==> config.mk <==
export PLATFORM = sky130hd
export DESIGN_NAME = mpu_region_guard
export DESIGN_NICKNAME = d
export VERILOG_FILES = /design/src/rtl/mpu_pkg.sv /design/src/rtl/mpu_region_match.sv /design/src/rtl/mpu_resolve.sv /design/src/rtl/mpu_overlap_chk.sv /design/src/rtl/mpu_cfg_regs.sv /design/src/rtl/mpu_region_guard.sv
export SDC_FILE = /design/constraint.sdc
export NUM_CORES = 1
export LEC_CHECK = 0
export ABC_AREA = 1
export BUFFER_PORTS_ARGS = -buffer_cell sky130_fd_sc_hd__buf_2
export CORE_ASPECT_RATIO = 1.5
export CORE_MARGIN = 3
export CORE_UTILIZATION = 52
export DETAILED_ROUTE_END_ITERATION = 8
export PLACE_DENSITY = 0.75
export SYNTH_ARGS = -nofsm -noshare
export SYNTH_HDL_FRONTEND = slang
export SYNTH_SLANG_ARGS = --single-unit
==> constraint.sdc <==
create_clock -name clk -period 11.42 [get_ports clk]
set_input_delay 1.713 -clock clk [delete_from_list [all_inputs] [get_ports clk]]
set_output_delay 1.713 -clock clk [all_outputs]
set_load 0.005 [all_outputs]
==> src/rtl/mpu_pkg.sv <==
package mpu_pkg;

  typedef enum logic {
    MODE_PRIORITY  = 1'b0,
    MODE_ALL_AGREE = 1'b1
  } mode_e;

  typedef struct packed {
    logic en;
    logic rd;
    logic wr;
  } perm_t;

endpackage

==> src/rtl/mpu_region_match.sv <==
module mpu_region_match
  import mpu_pkg::*;
#(
  parameter int NUM_REG = 4,
  parameter int ADDR_W  = 32
) (
  input  logic [NUM_REG-1:0][ADDR_W-1:0] base_q,
  input  logic [NUM_REG-1:0][ADDR_W-1:0] limit_q,
  input  perm_t [NUM_REG-1:0]            perm_q,
  input  logic [ADDR_W-1:0]              acc_addr,
  input  logic                           acc_is_write,
  output logic [NUM_REG-1:0]             hit_vec,
  output logic [NUM_REG-1:0]             allow_vec
);

  for (genvar i = 0; i < NUM_REG; i++) begin : g_win
    logic above_lo;
    logic below_hi;

    assign above_lo     = (acc_addr >= base_q[i]);
    assign below_hi     = (acc_addr <= limit_q[i]);
    assign hit_vec[i]   = perm_q[i].en & above_lo & below_hi;
    assign allow_vec[i] = acc_is_write ? perm_q[i].wr : perm_q[i].rd;
  end

endmodule

==> src/rtl/mpu_resolve.sv <==
module mpu_resolve
  import mpu_pkg::*;
#(
  parameter int NUM_REG = 4
) (
  input  mode_e              mode,
  input  logic [NUM_REG-1:0] hit_vec,
  input  logic [NUM_REG-1:0] allow_vec,
  output logic               grant
);

  logic any_hit;
  logic first_allow;
  logic all_allow;

  assign any_hit = |hit_vec;

  // Walk from the top index down so the lowest hit is the last one written.
  always_comb begin
    first_allow = 1'b0;
    for (int i = NUM_REG - 1; i >= 0; i--) begin
      if (hit_vec[i]) begin
        first_allow = allow_vec[i];
      end
    end
  end

  assign all_allow = &(allow_vec | ~hit_vec);

  always_comb begin
    unique case (mode)
      MODE_PRIORITY:  grant = any_hit & first_allow;
      MODE_ALL_AGREE: grant = any_hit & all_allow;
      default:        grant = 1'b0;
    endcase
  end

endmodule

==> src/rtl/mpu_overlap_chk.sv <==
module mpu_overlap_chk #(
  parameter int NUM_REG = 4,
  parameter int ADDR_W  = 32,
  parameter int IDX_W   = 2
) (
  input  logic [IDX_W-1:0]               cand_idx,
  input  logic [ADDR_W-1:0]              cand_base,
  input  logic [ADDR_W-1:0]              cand_limit,
  input  logic                           cand_en,
  input  logic [NUM_REG-1:0][ADDR_W-1:0] base_q,
  input  logic [NUM_REG-1:0][ADDR_W-1:0] limit_q,
  input  logic [NUM_REG-1:0]             en_q,
  output logic                           conflict
);

  logic                cand_live;
  logic [NUM_REG-1:0]  clash;

  assign cand_live = cand_en & (cand_limit >= cand_base);

  for (genvar j = 0; j < NUM_REG; j++) begin : g_pair
    logic other_live;
    logic same_slot;
    logic ranges_meet;

    assign other_live  = en_q[j] & (limit_q[j] >= base_q[j]);
    assign same_slot   = (cand_idx == IDX_W'(j));
    assign ranges_meet = (cand_base <= limit_q[j]) & (base_q[j] <= cand_limit);
    assign clash[j]    = ~same_slot & other_live & ranges_meet;
  end

  assign conflict = cand_live & (|clash);

endmodule

==> src/rtl/mpu_cfg_regs.sv <==
module mpu_cfg_regs
  import mpu_pkg::*;
#(
  parameter int NUM_REG = 4,
  parameter int ADDR_W  = 32,
  parameter int IDX_W   = 2
) (
  input  logic                           clk,
  input  logic                           rst_n,
  input  logic                           cfg_trusted,
  input  logic                           rgn_we,
  input  logic [IDX_W-1:0]               rgn_idx,
  input  logic [ADDR_W-1:0]              rgn_base,
  input  logic [ADDR_W-1:0]              rgn_limit,
  input  perm_t                          rgn_perm,
  input  logic                           ctl_we,
  input  logic                           ctl_mode,
  input  logic                           ctl_ovchk,
  input  logic                           ctl_errclr,
  input  logic                           conflict,
  output logic [NUM_REG-1:0][ADDR_W-1:0] base_q,
  output logic [NUM_REG-1:0][ADDR_W-1:0] limit_q,
  output perm_t [NUM_REG-1:0]            perm_q,
  output mode_e                          mode_q,
  output logic                           ovchk_q,
  output logic                           err_q,
  output logic                           rgn_reject
);

  logic idx_ok;
  logic rgn_try;
  logic rgn_commit;
  logic ctl_commit;
  logic err_en;
  logic err_d;

  if (NUM_REG == (1 << IDX_W)) begin : g_idx_full
    assign idx_ok = 1'b1;
  end else begin : g_idx_part
    assign idx_ok = (rgn_idx <= IDX_W'(NUM_REG - 1));
  end

  assign rgn_try    = cfg_trusted & rgn_we & idx_ok;
  assign rgn_reject = rgn_try & ovchk_q & conflict;
  assign rgn_commit = rgn_try & ~rgn_reject;
  assign ctl_commit = cfg_trusted & ctl_we;

  // Window slots: one clock enable per slot.
  for (genvar i = 0; i < NUM_REG; i++) begin : g_slot
    logic slot_en;

    assign slot_en = rgn_commit & (rgn_idx == IDX_W'(i));

    always_ff @(posedge clk or negedge rst_n) begin
      if (!rst_n) begin
        base_q[i]  <= '0;
        limit_q[i] <= '0;
        perm_q[i]  <= '0;
      end else if (slot_en) begin
        base_q[i]  <= rgn_base;
        limit_q[i] <= rgn_limit;
        perm_q[i]  <= rgn_perm;
      end
    end
  end

  // Control register.
  always_ff @(posedge clk or negedge rst_n) begin
    if (!rst_n) begin
      mode_q  <= MODE_PRIORITY;
      ovchk_q <= 1'b0;
    end else if (ctl_commit) begin
      mode_q  <= mode_e'(ctl_mode);
      ovchk_q <= ctl_ovchk;
    end
  end

  // Sticky error: a refusal wins over a clear in the same cycle.
  always_comb begin
    err_en = 1'b0;
    err_d  = err_q;
    if (rgn_reject) begin
      err_en = 1'b1;
      err_d  = 1'b1;
    end else if (ctl_commit & ctl_errclr) begin
      err_en = 1'b1;
      err_d  = 1'b0;
    end
  end

  always_ff @(posedge clk or negedge rst_n) begin
    if (!rst_n) begin
      err_q <= 1'b0;
    end else if (err_en) begin
      err_q <= err_d;
    end
  end

endmodule

==> src/rtl/mpu_region_guard.sv <==
module mpu_region_guard
  import mpu_pkg::*;
#(
  parameter int NUM_REG = 4,
  parameter int ADDR_W  = 32,
  localparam int IDX_W  = (NUM_REG > 1) ? $clog2(NUM_REG) : 1
) (
  input  logic              clk,
  input  logic              rst_n,
  input  logic              cfg_trusted,
  input  logic              cfg_rgn_we,
  input  logic [IDX_W-1:0]  cfg_rgn_idx,
  input  logic [ADDR_W-1:0] cfg_rgn_base,
  input  logic [ADDR_W-1:0] cfg_rgn_limit,
  input  logic              cfg_rgn_en,
  input  logic              cfg_rgn_rd,
  input  logic              cfg_rgn_wr,
  input  logic              cfg_ctl_we,
  input  logic              cfg_ctl_mode,
  input  logic              cfg_ctl_ovchk,
  input  logic              cfg_ctl_errclr,
  input  logic [ADDR_W-1:0] acc_addr,
  input  logic              acc_is_write,
  output logic              acc_grant,
  output logic              cfg_err
);

  logic                           rst_meta_n;
  logic                           rst_sync_n;
  logic [NUM_REG-1:0][ADDR_W-1:0] base_q;
  logic [NUM_REG-1:0][ADDR_W-1:0] limit_q;
  perm_t [NUM_REG-1:0]            perm_q;
  logic [NUM_REG-1:0]             en_vec;
  mode_e                          mode_q;
  logic                           ovchk_q;
  logic                           rgn_reject;
  logic                           conflict;
  logic [NUM_REG-1:0]             hit_vec;
  logic [NUM_REG-1:0]             allow_vec;
  perm_t                          new_perm;

  // Reset: asserted at once, released two edges later.
  always_ff @(posedge clk or negedge rst_n) begin
    if (!rst_n) begin
      rst_meta_n <= 1'b0;
      rst_sync_n <= 1'b0;
    end else begin
      rst_meta_n <= 1'b1;
      rst_sync_n <= rst_meta_n;
    end
  end

  assign new_perm = '{en: cfg_rgn_en, rd: cfg_rgn_rd, wr: cfg_rgn_wr};

  for (genvar i = 0; i < NUM_REG; i++) begin : g_en
    assign en_vec[i] = perm_q[i].en;
  end

  mpu_overlap_chk #(
    .NUM_REG (NUM_REG),
    .ADDR_W  (ADDR_W),
    .IDX_W   (IDX_W)
  ) u_overlap (
    .cand_idx   (cfg_rgn_idx),
    .cand_base  (cfg_rgn_base),
    .cand_limit (cfg_rgn_limit),
    .cand_en    (cfg_rgn_en),
    .base_q     (base_q),
    .limit_q    (limit_q),
    .en_q       (en_vec),
    .conflict   (conflict)
  );

  mpu_cfg_regs #(
    .NUM_REG (NUM_REG),
    .ADDR_W  (ADDR_W),
    .IDX_W   (IDX_W)
  ) u_regs (
    .clk         (clk),
    .rst_n       (rst_sync_n),
    .cfg_trusted (cfg_trusted),
    .rgn_we      (cfg_rgn_we),
    .rgn_idx     (cfg_rgn_idx),
    .rgn_base    (cfg_rgn_base),
    .rgn_limit   (cfg_rgn_limit),
    .rgn_perm    (new_perm),
    .ctl_we      (cfg_ctl_we),
    .ctl_mode    (cfg_ctl_mode),
    .ctl_ovchk   (cfg_ctl_ovchk),
    .ctl_errclr  (cfg_ctl_errclr),
    .conflict    (conflict),
    .base_q      (base_q),
    .limit_q     (limit_q),
    .perm_q      (perm_q),
    .mode_q      (mode_q),
    .ovchk_q     (ovchk_q),
    .err_q       (cfg_err),
    .rgn_reject  (rgn_reject)
  );

  mpu_region_match #(
    .NUM_REG (NUM_REG),
    .ADDR_W  (ADDR_W)
  ) u_match (
    .base_q       (base_q),
    .limit_q      (limit_q),
    .perm_q       (perm_q),
    .acc_addr     (acc_addr),
    .acc_is_write (acc_is_write),
    .hit_vec      (hit_vec),
    .allow_vec    (allow_vec)
  );

  mpu_resolve #(
    .NUM_REG (NUM_REG)
  ) u_resolve (
    .mode      (mode_q),
    .hit_vec   (hit_vec),
    .allow_vec (allow_vec),
    .grant     (acc_grant)
  );

endmodule

**After elaboration in Yosys (flattened, before gate mapping)**

Index checks and enable logic that the tools add are counted.

- Order comparisons: 21
- Eq/ne operators: 3
- Muxes and demuxes: 13
- Bitwise gates (word level): 46
- Reduce and logical (&&, ||, !) cells: 6

Operators with widths:

| kind | count |
|---|---|
| $le 32x32->1 | 12 |
| $ge 32x32->1 | 9 |
| $and 1x1->1 | 38 |
| $mux 1 | 12 |
| $reduce_or 4->1 | 2 |
| $not 1->1 | 6 |
| $eq 2x2->1 const B | 2 |
| $not 4->4 | 1 |
| $or 4x4->4 | 1 |
| $reduce_and 4->1 | 1 |
| $eq 2x1->1 const B | 1 |
| $logic_not 2->1 | 1 |
| $pmux 1 s2 | 1 |
| $reduce_and 2->1 | 1 |
| $reduce_bool 2->1 | 1 |

- Register bits after elaboration: 273
- Word-level logic and storage cells: 114

**Logic depth before layout (Yosys ltp)**

Gate-level depths: netlist of the first run.

- Depth in word-level cells: 10
- Gate-level depth with buffers: 25

**Modules after synthesis**

A second synthesis of the first run with hierarchy kept.

- Cells, all modules: 4056
- Area, all modules: 28853.9 um^2

By module, submodules not included:

| module | instances | cells each | area an instance (um^2) | sequential area each (um^2) |
|---|---|---|---|---|
| mpu_cfg_regs | 1 | 1216 | 11174.5 | 6781.5 |
| mpu_overlap_chk | 1 | 1675 | 10652.7 | 0.0 |
| mpu_region_match | 1 | 1141 | 6890.4 | 0.0 |
| mpu_resolve | 1 | 21 | 82.6 | 0.0 |
| mpu_region_guard | 1 | 3 | 53.8 | 50.0 |

**Least setup slack after synthesis of the first run**

Ideal clock, no wire load.

- Kind: input to output
- Start point: in acc_addr[31]
- End point: out acc_grant
- Arrival: 3.196 ns
- Path slack: 6.511 ns
- Stages on the path: 13
- Path through: ha_1 -> nand2_1 -> nor2_1 -> nor3b_1 -> nor3b_1 -> nand4_1 -> nand2_1 -> nand3_1 -> nand2_1 -> nand2_1 -> nand2_1 -> nand2_1 -> a21oi_1

- Cells in the longest elaborated chain, start to end: 9
- Elaborated cells between the ends (all ways): 27

RTL lines:

| element | line | RTL |
|---|---|---|
| from (decl) | mpu_region_guard.sv:22 | `input logic [ADDR_W-1:0] acc_addr,` |
| $ge 32x32->1 | mpu_region_match.sv:20 | `assign above_lo = (acc_addr >= base_q[i]);` |
| $and 1x1->1 (2 in a row) | mpu_region_match.sv:22 | `assign hit_vec[i] = perm_q[i].en & above_lo & below_hi;` |
| $mux 1 (4 in a row) | mpu_resolve.sv:22 | `if (hit_vec[i]) begin` |
| $and 1x1->1 | mpu_resolve.sv:32 | `MODE_PRIORITY: grant = any_hit & first_allow;` |
| $pmux 1 s2 (*) | mpu_resolve.sv:31 | `unique case (mode)` |
| to (decl) | mpu_region_guard.sv:24 | `output logic acc_grant,` |

Every way passes the cells marked *; elsewhere a longest branch is shown, timed or not.

**Worst setup path after layout of the first run**

- Start point: in acc_addr[0]
- End point: out acc_grant

The elaborated chain is that of the path after synthesis.

==> results.md, run 1 <==
- Status: finished clean
- Chip Height: slightly below 300 um
- RSZ-0062 raised after global routing: no
- Pwr dens: approximately 140 mW/mm2
- Core area: 0.0521 mm2
- Startpoint types: input pin
- Average wire per standard cell: approximately 22 um
- Tcrit/Tclk final: between 50% and 60%
- Gr busiest metal: met2
- CP endpoint kind: primary output
- Clock buffer depth: 3
- Largest net degree at the start of global routing: 150
- Register bit total from synthesis: between 200 and 300
- DR vias: around 26000
- MaxCap Viol Count: 0
- First-pass GRT wire length: 149000 um
- Die ar.: between 0.05 and 0.06 mm2
- Crit path top cell by count: nand2_1
- Post-layout min period: about 6.3 ns
- Critical-path top delay cell: a21oi_1
- Post-CTS Setup Inserts: 0
- Io pins: 112
- Largest family of logic cells by synthesized area: adder cells
- Final core occ: a little under three fifths
- Setup Slack @ Placement: between 5 and 6 ns
- Fin. Hold Viols: 0
- Syn Nets: between 4000 and 5000
- Leakage: 16.4 nW
- Grt met1 use: roughly two fifths
- Total gr overflow: 0
- Fill count: between 5000 and 6000
- Distinct cells, synth: 33
- Netlist area before placement: 0.0276 mm2
- Post-Synth XOR/XNOR Area: 0%
- Register area: 0.00684 mm2
- DRT Pass-1 Iters: 5
- TritonCTS clock tree: done
- CP Cell Sequence: buf_2 -> inv_1 -> ha_1 -> inv_1 -> a21oi_1 -> o21ai_0 -> nand2_1 -> nand2_1 -> nand2_1 -> nand2_1 -> nand2_1 -> a21boi_0 -> nand3_1 -> nand2_1 -> nand2_1 -> nand2_1 -> nand2_1 -> a21oi_1 -> buf_2
- Syn. warnings: 0
- # rows: 102
- Port Buffers: ~110
- Clock sink count: ~270
- Initial core utilization: between 50% and 60%
- Post-DP HPWL: ~73000 um
- CP Max Fanout: 8
- H-tree Lvls: 1
- Global Route Usage Sum: roughly a third
- Cts repair resizes: 0
- # setup viols final: 0
- Gpl congestion: 0.998
- Area taken by multi-input logic gates: 0.0185 mm2
- Vias per inst: roughly 5.9
- Worst Hold Class: register to register
- Setup TNS: 0 ns
- Layout area overhead: 7.39%
- Max-slew headroom: around a quarter
- Final Max Slew Viols: 0
- Synth Area in Simple Gates: between 20% and 30%
- Max VDD drop: approximately 0.12 mV
- Clk_lat worst skew: ~0.60 ns
- Initial antenna violation count: 0
- Critical setup path kind: input pin to primary output
- M2 GR Usage: approximately 58%
- ANT cells: 0
- Proportion of synthesized area in mux cells: 0.190%
- CTS buffer count: 29
- Die width: about 200 um
- Share of cells above drive strength 1: 5.13%
- Post-Syn Instances: roughly 3700
- Total wire length: just under 100000 um
- Skew final: 0.0250 ns
- Critical path arrival: ~4.5 ns
- Adder-cell share of the synthesized area: about 30%
- Post-route ant nets: 0
- Worst Tran Pin Value: between 1 and 1.5 ns
- Post-CTS Hold Fix Bufs: 0
- Sequential area share after synthesis: about a quarter
- Final worst setup slack: between 5 and 6 ns
- Mapped Avg Cell Area: around 7.4 um2
- Number of global-route vias before repair: approximately 26000
- Synth Area in Compound Gates: roughly 8.8%
- Data required, critical path: between 9 and 10 ns
- DRC violations left: 0
- Root Driver: clkbuf_16
- Max incr delay on CP: around 0.32 ns
- Final nets: 4562
- Clk slew on worst S/H paths: around 0.060 ns
- Grt met3 use: 3.49%
- Initial DRC count: roughly 1800
- Fmax: roughly 160 MHz
-- path summary, 6_finish.rpt --
kind | endpoint | startpoint | slack [ns] | cells after the start
setup / recovery | acc_grant | acc_addr[0] | 5.16 | 19
hold / removal | rst_sync_n | rst_meta_n | 0.35 | 0
setup reg to reg | u_regs.base_q[10] | u_regs.limit_q[95] | 6.97 | 18
hold reg to reg | rst_sync_n | rst_meta_n | 0.35 | 0
max in group asynchronous | u_regs.limit_q[121] | rst_sync_n | 9.48 | 1
min in group asynchronous | u_regs.limit_q[10] | rst_sync_n | 0.47 | 0
-- report_power, final --
group / internal (W) / leakage, nW / switching (W)
Combinational: 0.000673 / 12.5 / 0.00119
Sequential: 0.00115 / 3.43 / 0.000206
Clock: 0.000623 / 0.505 / 0.000441
-- layout make-up --
| class | count | share of cell area, % |
|---|---|---|
| clock buffers | 38 | 2.80 |
| inverters | 461 | 5.86 |
| repair buffers | 125 | 2.27 |
| clock inverters | 15 | 0.721 |
| multi-input cells | 2890 | 62.5 |
| well taps | 676 | 2.85 |
| flip-flops and latches | 273 | 23.0 |
-- flip-flops by register name (all words and copies together), names as in the netlist --
signal / count
rst_meta_n: 1
rst_sync_n: 1
u_regs.base_q: 128
u_regs.err_q: 1
u_regs.limit_q: 128
u_regs.mode_q: 1
u_regs.ovchk_q: 1
u_regs.perm_q: 12
-- cells by family after synthesis --
kind of cell	count (synthesis)
mux	5
buf+inv	578
fa+ha+maj	672
compound gates	454
flops	273
other cells	1
simple gates	1758
-- critical path: cells and delay by family --
family	cells	cell delay, ns
AND/OR/NAND/NOR	10	1.03
AO/OA/AOI/OAI	4	0.94
buffers and inverters	4	0.53
adder cells (fa/ha/maj)	1	0.30
-- per-layer routing --
| metal | vias up | part of all wire (%) | wire length (um) |
|---|---|---|---|
| li1 | 12700 | - | - |
| met1 | 12300 | 37 | 36200 |
| met2 | 1049 | 46 | 44800 |
| met3 | 388 | 5.8 | 5660 |
| met4 | 0 | 11 | 10200 |
| met5 | - | 0 | 0 |
-- cell usage after synthesis --
cell	instances	share of area (%)
nand2_1	1155	16
nor3b_1	4	0.11
nand4_1	324	7.3
a21oi_1	310	5.6
buf_2	23	0.42
nor4_1	4	0.091
dfrtp_1	273	25
buf_1	12	0.16
inv_1	461	6.3
nor4b_1	1	0.032
nand2_2	1	0.023
o21a_1	29	0.79
clkbuf_1	56	0.76
o211ai_1	7	0.19
buf_6	7	0.29
ha_1	672	30
nand3_1	49	0.89
nor3_1	20	0.36
o21ai_0	85	1.5
and3_1	1	0.023
nand3_2	2	0.072
a31oi_1	5	0.11
o311ai_0	2	0.063
mux2i_1	3	0.11
o21bai_1	4	0.11
mux2_2	2	0.081
conb_1	1	0.014
nor2_1	191	2.6
buf_4	19	0.52
nor4_2	6	0.27
a21boi_0	2	0.054
a21o_1	8	0.22
o221ai_1	2	0.063
-- through the flow --
step	power, W	cell area, um2	instances	hold WS (ns)
6_report	0.00427	29700	4478	0.350
5_1_grt	0.00462	29700	4478	0.371
4_1_cts	0.00426	29700	4478	0.355
3_5_place_dp	0.00319	28600	4425	0.343
3_3_place_gp	0.00313	28600	4425	0.338
2_1_floorplan	0.00256	27600	3741	0.331
-- cell usage in the layout, fill, tap and decap left out, drive strengths merged --
cell      instances
nand2          1156
ha              672
inv             462
nand4           324
a21oi           310
dfrtp           273
nor2            191
buf             125
o21ai            85
nand3            51
clkbuf           38
o21a             29
nor3             20
nor4             10
a21o              8
o211ai            7
a31oi             5
bufinv            5
clkinv            5
nor3b             4
o21bai            4
clkinvlp          4
mux2i             3
a21boi            2
o221ai            2
o311ai            2
mux2              2
and3              1
nor4b             1
conb              1
Note: power is estimated with default switching activity, not from simulation.
==> run 2: changes to the inputs <==
clock period = 6.6 ns   (was 11.42 ns; I/O delays follow)
==> results.md, run 2 (synthesis results as in run 1) <==
- Status: finished clean
- Data required, critical path: approximately 5.6 ns
- Post-route ant nets: 0
- Max incr delay on CP: 0.60 ns
- TritonCTS clock tree: done
- Global Route Usage Sum: between 30% and 40%
- First-pass GRT wire length: around 150000 um
- Share of cells above drive strength 1: around 5.2%
- Clk_lat worst skew: 0.60 ns
- Max-slew headroom: between 30% and 40%
- DRT Pass-1 Iters: 7
- Psw: about 0.0031 W
- Critical-path top delay cell: nor3b_1
- Crit path top cell by count: nand2_1
- Core area: about 0.052 mm2
- CP Max Fanout: 8
- Commonest non-fill, non-tap cell in the layout: nand2_1
- DR vias: about 27000
- Clk pwr share: around a quarter
- Switching part of the total power: roughly 42%
- Final Max Slew Viols: 0
- Worst reg2reg path endpoint: u_regs.base_q[105]
- Total power: approximately 0.0074 W
- Max VDD drop: 0.207 mV
- Skew final: ~0.016 ns
- Chip Height: a little under 300 um
- Leakage: 16.5 nW
- CP Cell Sequence: buf_2 -> ha_1 -> nand2_1 -> nor2_1 -> nor3b_1 -> nor3b_1 -> nand4_1 -> nand2_1 -> nand3_1 -> nand2_1 -> nand2_1 -> nand2_1 -> nand2_1 -> a21oi_1 -> buf_2
- R2R depth: 17
- Reg2reg setup slack: 2.46 ns
- Vias per inst: 5.92
- Placed Instance Area: 0.0287 mm2
- Fmax: approximately 210 MHz
- Internal power: ~0.0043 W
- CP endpoint kind: primary output
- Number of global-route vias before repair: 26200
- Total wire length: between 90000 and 100000 um
- Metal3 WL: around 5700 um
- Seq pwr share: between 30% and 40%
- Reg2reg start: u_regs.base_q[119]
- Largest net degree at the start of global routing: around 160
- Post-route cell area: approximately 0.030 mm2
- Worst Tran Pin Value: approximately 1.0 ns
- Clock sink count: 273
- Worst path bufs/invs: 2
- Worst Hold Class: input pin to async pin
- Setup TNS: 0 ns
- Combinational share of power: a little over two fifths
- Routed met1 length: 35100 um
- Worst setup startpoint: acc_addr[31]
- Io pins: roughly 110
- Total gr overflow: 0
- Biggest regs: u_regs.base_q: 128 flops, u_regs.limit_q: 128 flops, u_regs.perm_q: 12 flops
- Levels on crit path: 15
- Register area: 0.00684 mm2
- CP endpoint: acc_grant
- Post-DP HPWL: 71400 um
- Fin. Hold Viols: 0
- RSZ-0062 raised after global routing: no
- # setup viols final: 0
- DRC violations left: 0
- Gpl congestion: about 0.99
- Post-layout min period: 4.76 ns
- Initial antenna violation count: 3
- Top Layer Used: met5
- Tcrit/Tclk final: between 70 and 80%
- Port Buffers: 111
- Clock buffer depth: 3
- Fill count: ~5000
- Root Driver: clkbuf_16
- Area taken by multi-input logic gates: 0.0185 mm2
- Initial core utilization: a little over half
- Met2 WL post-DR: 44500 um
- Die ar.: 0.0560 mm2
- # rows: approximately 100
- Pwr dens: approximately 250 mW/mm2
- Crit path max-delay family: simple AND/OR/NAND/NOR gates
- Dpl cells: between 4000 and 5000
- Initial DRC count: approximately 1700
- Cts repair resizes: 0
- Most frequent cells in the layout: nand2_1 (1155), ha_1 (672), inv_1 (458), nand4_1 (324), a21oi_1 (310)
- H-tree Lvls: 1
- Final nets: approximately 4600
- MaxCap Viol Count: 0
- CTS buffer count: 30
- Critical setup path kind: input pin to primary output
- Layout area overhead: 7.70%
- Critical path arrival: approximately 3.8 ns
- Post-Layout Cell Count: around 4500
- Clk slew on worst S/H paths: 0.06 ns
- Post-CTS Hold Fix Bufs: 0
- Startpoint types: input pin
- Die width: a little under 200 um
- Average wire per standard cell: between 20 and 25 um
- Post-CTS Setup Inserts: 0
-- run 2: changes by cell type in the layout (fill, tap and decap cells not counted), moves of 2 or more --
cell,change
clkbuf_8,-4
buf_4,+3
clkbuf_1,+3
clkbuf_16,+2
clkinv_2,+2
-- run 2: layout make-up --
cell class | count | area share (%)
repair buffers | 129 | 2.40
well taps | 676 | 2.84
diodes | 1 | 0.00841
inverters | 461 | 5.84
clock inverters | 17 | 0.828
multi-input cells | 2890 | 62.3
clock buffers | 39 | 2.81
flip-flops and latches | 273 | 23.0
-- run 2: routing by layer --
layer	vias to the layer above	GRT usage, %
li1	12800	-
met1	12300	37.7
met2	1061	56.4
met3	373	3.64
met4	4	29.5
met5	-	0
-- run 2: worst min path at each step --
stage                          start          to  slack (ns)  depth (start not counted)
after floorplan           rst_meta_n  rst_sync_n        0.33                          0
after global placement    rst_meta_n  rst_sync_n        0.34                          0
after detailed placement  rst_meta_n  rst_sync_n        0.34                          0
after CTS                      rst_n  rst_sync_n        0.15                          1
after global routing           rst_n  rst_sync_n        0.16                          1
final                          rst_n  rst_sync_n        0.17                          1
-- run 2: per-stage QoR --
step / util [%] / hold WS, ns / worst slack, ns
detailed placement: 55.1 / 0.340 / 1.56
global route: 57.2 / 0.162 / 1.58
global placement: 55.1 / 0.340 / 1.54
finish: 57.2 / 0.172 / 1.84
CTS: 57.1 / 0.153 / 1.91
floorplan: - / 0.331 / 2.13
-- run 2: power by group through the flow --
stage / clock network [W] / registers, W / logic (W)
2_1_floorplan: 0 / 0.00223 / 0.00219
3_3_place_gp: 0 / 0.00234 / 0.00304
3_5_place_dp: 0 / 0.00234 / 0.00314
4_1_cts: 0.00192 / 0.00232 / 0.00317
5_1_grt: 0.00198 / 0.00236 / 0.00369
6_report: 0.00190 / 0.00232 / 0.00319
==> run 3: changes to the inputs <==
PLACE_DENSITY = 0.78   (was 0.75)
clock period = 4.28 ns   (was 6.6 ns; I/O delays follow)
==> results.md, run 3 (synthesis results as in run 1) <==
- Status: finished clean
- Global Route Usage Sum: 33.8%
- Fmax: roughly 240 MHz
- Share of cells above drive strength 1: roughly 6%
- Fill count: between 4000 and 5000
- Tcrit/Tclk final: between 90 and 100%
- Pwr dens: 377 mW/mm2
- Critical path arrival: around 3.5 ns
- Fin. Hold Viols: 0
- Clk_lat worst skew: 0.60 ns
- Worst Tran Pin Value: between 0.9 and 1 ns
- Max VDD drop: roughly 0.4 mV
- Layout area overhead: 8.90%
- Final nets: about 4600
- Critical-path top delay cell: a21boi_0
- MaxCap Viol Count: 0
- Average wire per standard cell: roughly 21 um
- Core area: approximately 0.052 mm2
- RSZ-0062 raised after global routing: no
- Routed met1 length: ~35000 um
- DRC violations left: 0
- Vias per inst: between 5 and 6
- CP Max Fanout: 3
- Crit path max-delay family: compound AO/OA/AOI/OAI gates
- Initial DRC count: ~2100
- Most frequent cells in the layout: nand2_1 (1155), ha_1 (672), inv_1 (458), nand4_1 (324), a21oi_1 (310)
- # rows: 102
- Critical setup path kind: register to primary output
- DRT Pass-1 Iters: 6
- TritonCTS clock tree: done
- Startpoint types: register
- Setup TNS: 0 ns
- Biggest regs: u_regs.base_q: 128 flops, u_regs.limit_q: 128 flops, u_regs.perm_q: 12 flops
- Max-slew headroom: approximately a third
- Clock buffer depth: 3
- Post-route ant nets: 0
- CP endpoint kind: primary output
- Data required, critical path: 3.64 ns
- CP Cell Sequence: inv_1 -> ha_1 -> a21oi_1 -> o21ai_0 -> nand2_1 -> nand3_1 -> a21boi_0 -> nand3_1 -> nand4_1 -> nand3_1 -> nand2_1 -> nand2_1 -> a21oi_1 -> buf_4 -> buf_2
- Final core occ: slightly below 60%
- Metal3 WL: 6840 um
- # setup viols final: 0
- Die width: a little under 200 um
- Io pins: about 110
- CTS buffer count: 30
- Worst path bufs/invs: 3
- DR vias: ~27000
- Total wire length: between 90000 and 100000 um
- Met2 WL post-DR: 43700 um
- Root Driver: clkbuf_16
- Top Layer Used: met4
- Leakage: 16.7 nW
- Post-layout min period: about 4.2 ns
- H-tree Lvls: 1
- Total gr overflow: 0
- Gpl congestion: 1.02
- Clock sink count: between 200 and 300
- Initial antenna violation count: 2
- Clk slew on worst S/H paths: roughly 0.070 ns
- Number of global-route vias before repair: around 26000
- Chip Height: 288 um
- Worst Hold Class: input pin to register
- Port Buffers: 111
- First-pass GRT wire length: 148000 um
- Skew final: roughly 0.014 ns
- Max incr delay on CP: approximately 0.45 ns
- Initial core utilization: about 53%
- Post-DP HPWL: ~73000 um
- Die ar.: roughly 0.056 mm2
- Largest net degree at the start of global routing: about 160
- Commonest non-fill, non-tap cell in the layout: nand2_1
- Final Max Slew Viols: 0
==> run 3: changes by cell type in the layout (fill, tap and decap cells not counted) <==
| cell | delta |
|---|---|
| buf_12 | +13 |
| buf_4 | +15 |
| bufinv_16 | -4 |
| clkbuf_8 | +3 |
| clkinv_2 | -2 |
| clkinvlp_4 | +2 |
| diode_2 | +1 |
| dlygate4sd3_1 | +1 |
| inv_6 | +1 |
| nor2_1 | -1 |
| nor2_2 | +1 |
| nor3b_1 | -2 |
| nor3b_2 | +2 |
==> run 3: layer usage <==
layer | track usage [%] | up-vias
li1 | - | 12800
met1 | 38.2 | 12300
met2 | 56.5 | 1177
met3 | 4.57 | 428
met4 | 29.0 | 0
met5 | 0 | -
==> run 3: worst paths after layout <==
| path | to | slack, ns | start | depth (start not counted) |
|---|---|---|---|---|
| min in group asynchronous | rst_sync_n | 0.35 | rst_n | 2 |
| max in group asynchronous | u_regs.limit_q[59] | 3.02 | rst_sync_n | 1 |
| setup / recovery | acc_grant | 0.11 | u_regs.base_q[81] | 15 |
| hold / removal | u_regs.mode_q | 0.28 | cfg_ctl_mode | 2 |
| hold reg to reg | rst_sync_n | 0.35 | rst_meta_n | 0 |
| setup reg to reg | u_regs.limit_q[0] | 0.96 | u_regs.base_q[63] | 17 |
==> run 3: cell type report <==
| class | count | area, um2 | share of cell area (%) |
|---|---|---|---|
| timing repair buffer | 158 | 1100 | 3.65 |
| multi-input combinational | 2890 | 18600 | 61.7 |
| clock buffer | 42 | 877 | 2.91 |
| antenna | 2 | 5.00 | 0.0166 |
| tap | 676 | 846 | 2.81 |
| clock inverter | 14 | 140 | 0.466 |
| sequential | 273 | 6840 | 22.7 |
| inverter | 461 | 1740 | 5.78 |
==> run 3: timing repair <==
action,4_1_cts,5_1_grt
setup endpoints to repair,0,1
hold buffers,1,0
buffers inserted,0,0
resized for setup,0,3
endpoints found under the hold margin,2,0
==> run 3: report_power, final <==
group          switching [W]  total (W)  internal [W]  leakage (nW)
Combinational        0.00321    0.00504       0.00183          12.7
Sequential          0.000487    0.00355       0.00306          3.43
Clock                0.00120    0.00275       0.00155         0.488
Total                0.00490     0.0113       0.00644          16.7
==> run 3: stage by stage <==
step	power [W]	area, um2	hold WS, ns	instances	setup WS, ns
3_5_place_dp	0.00849	29000	0.335	4457	0.377
4_1_cts	0.0113	30100	0.261	4514	0.117
6_report	0.0113	30100	0.277	4516	0.107
2_1_floorplan	0.00682	27600	0.331	3741	1.51
3_3_place_gp	0.00831	29000	0.333	4457	0.375
5_1_grt	0.0123	30100	0.287	4514	0.0291
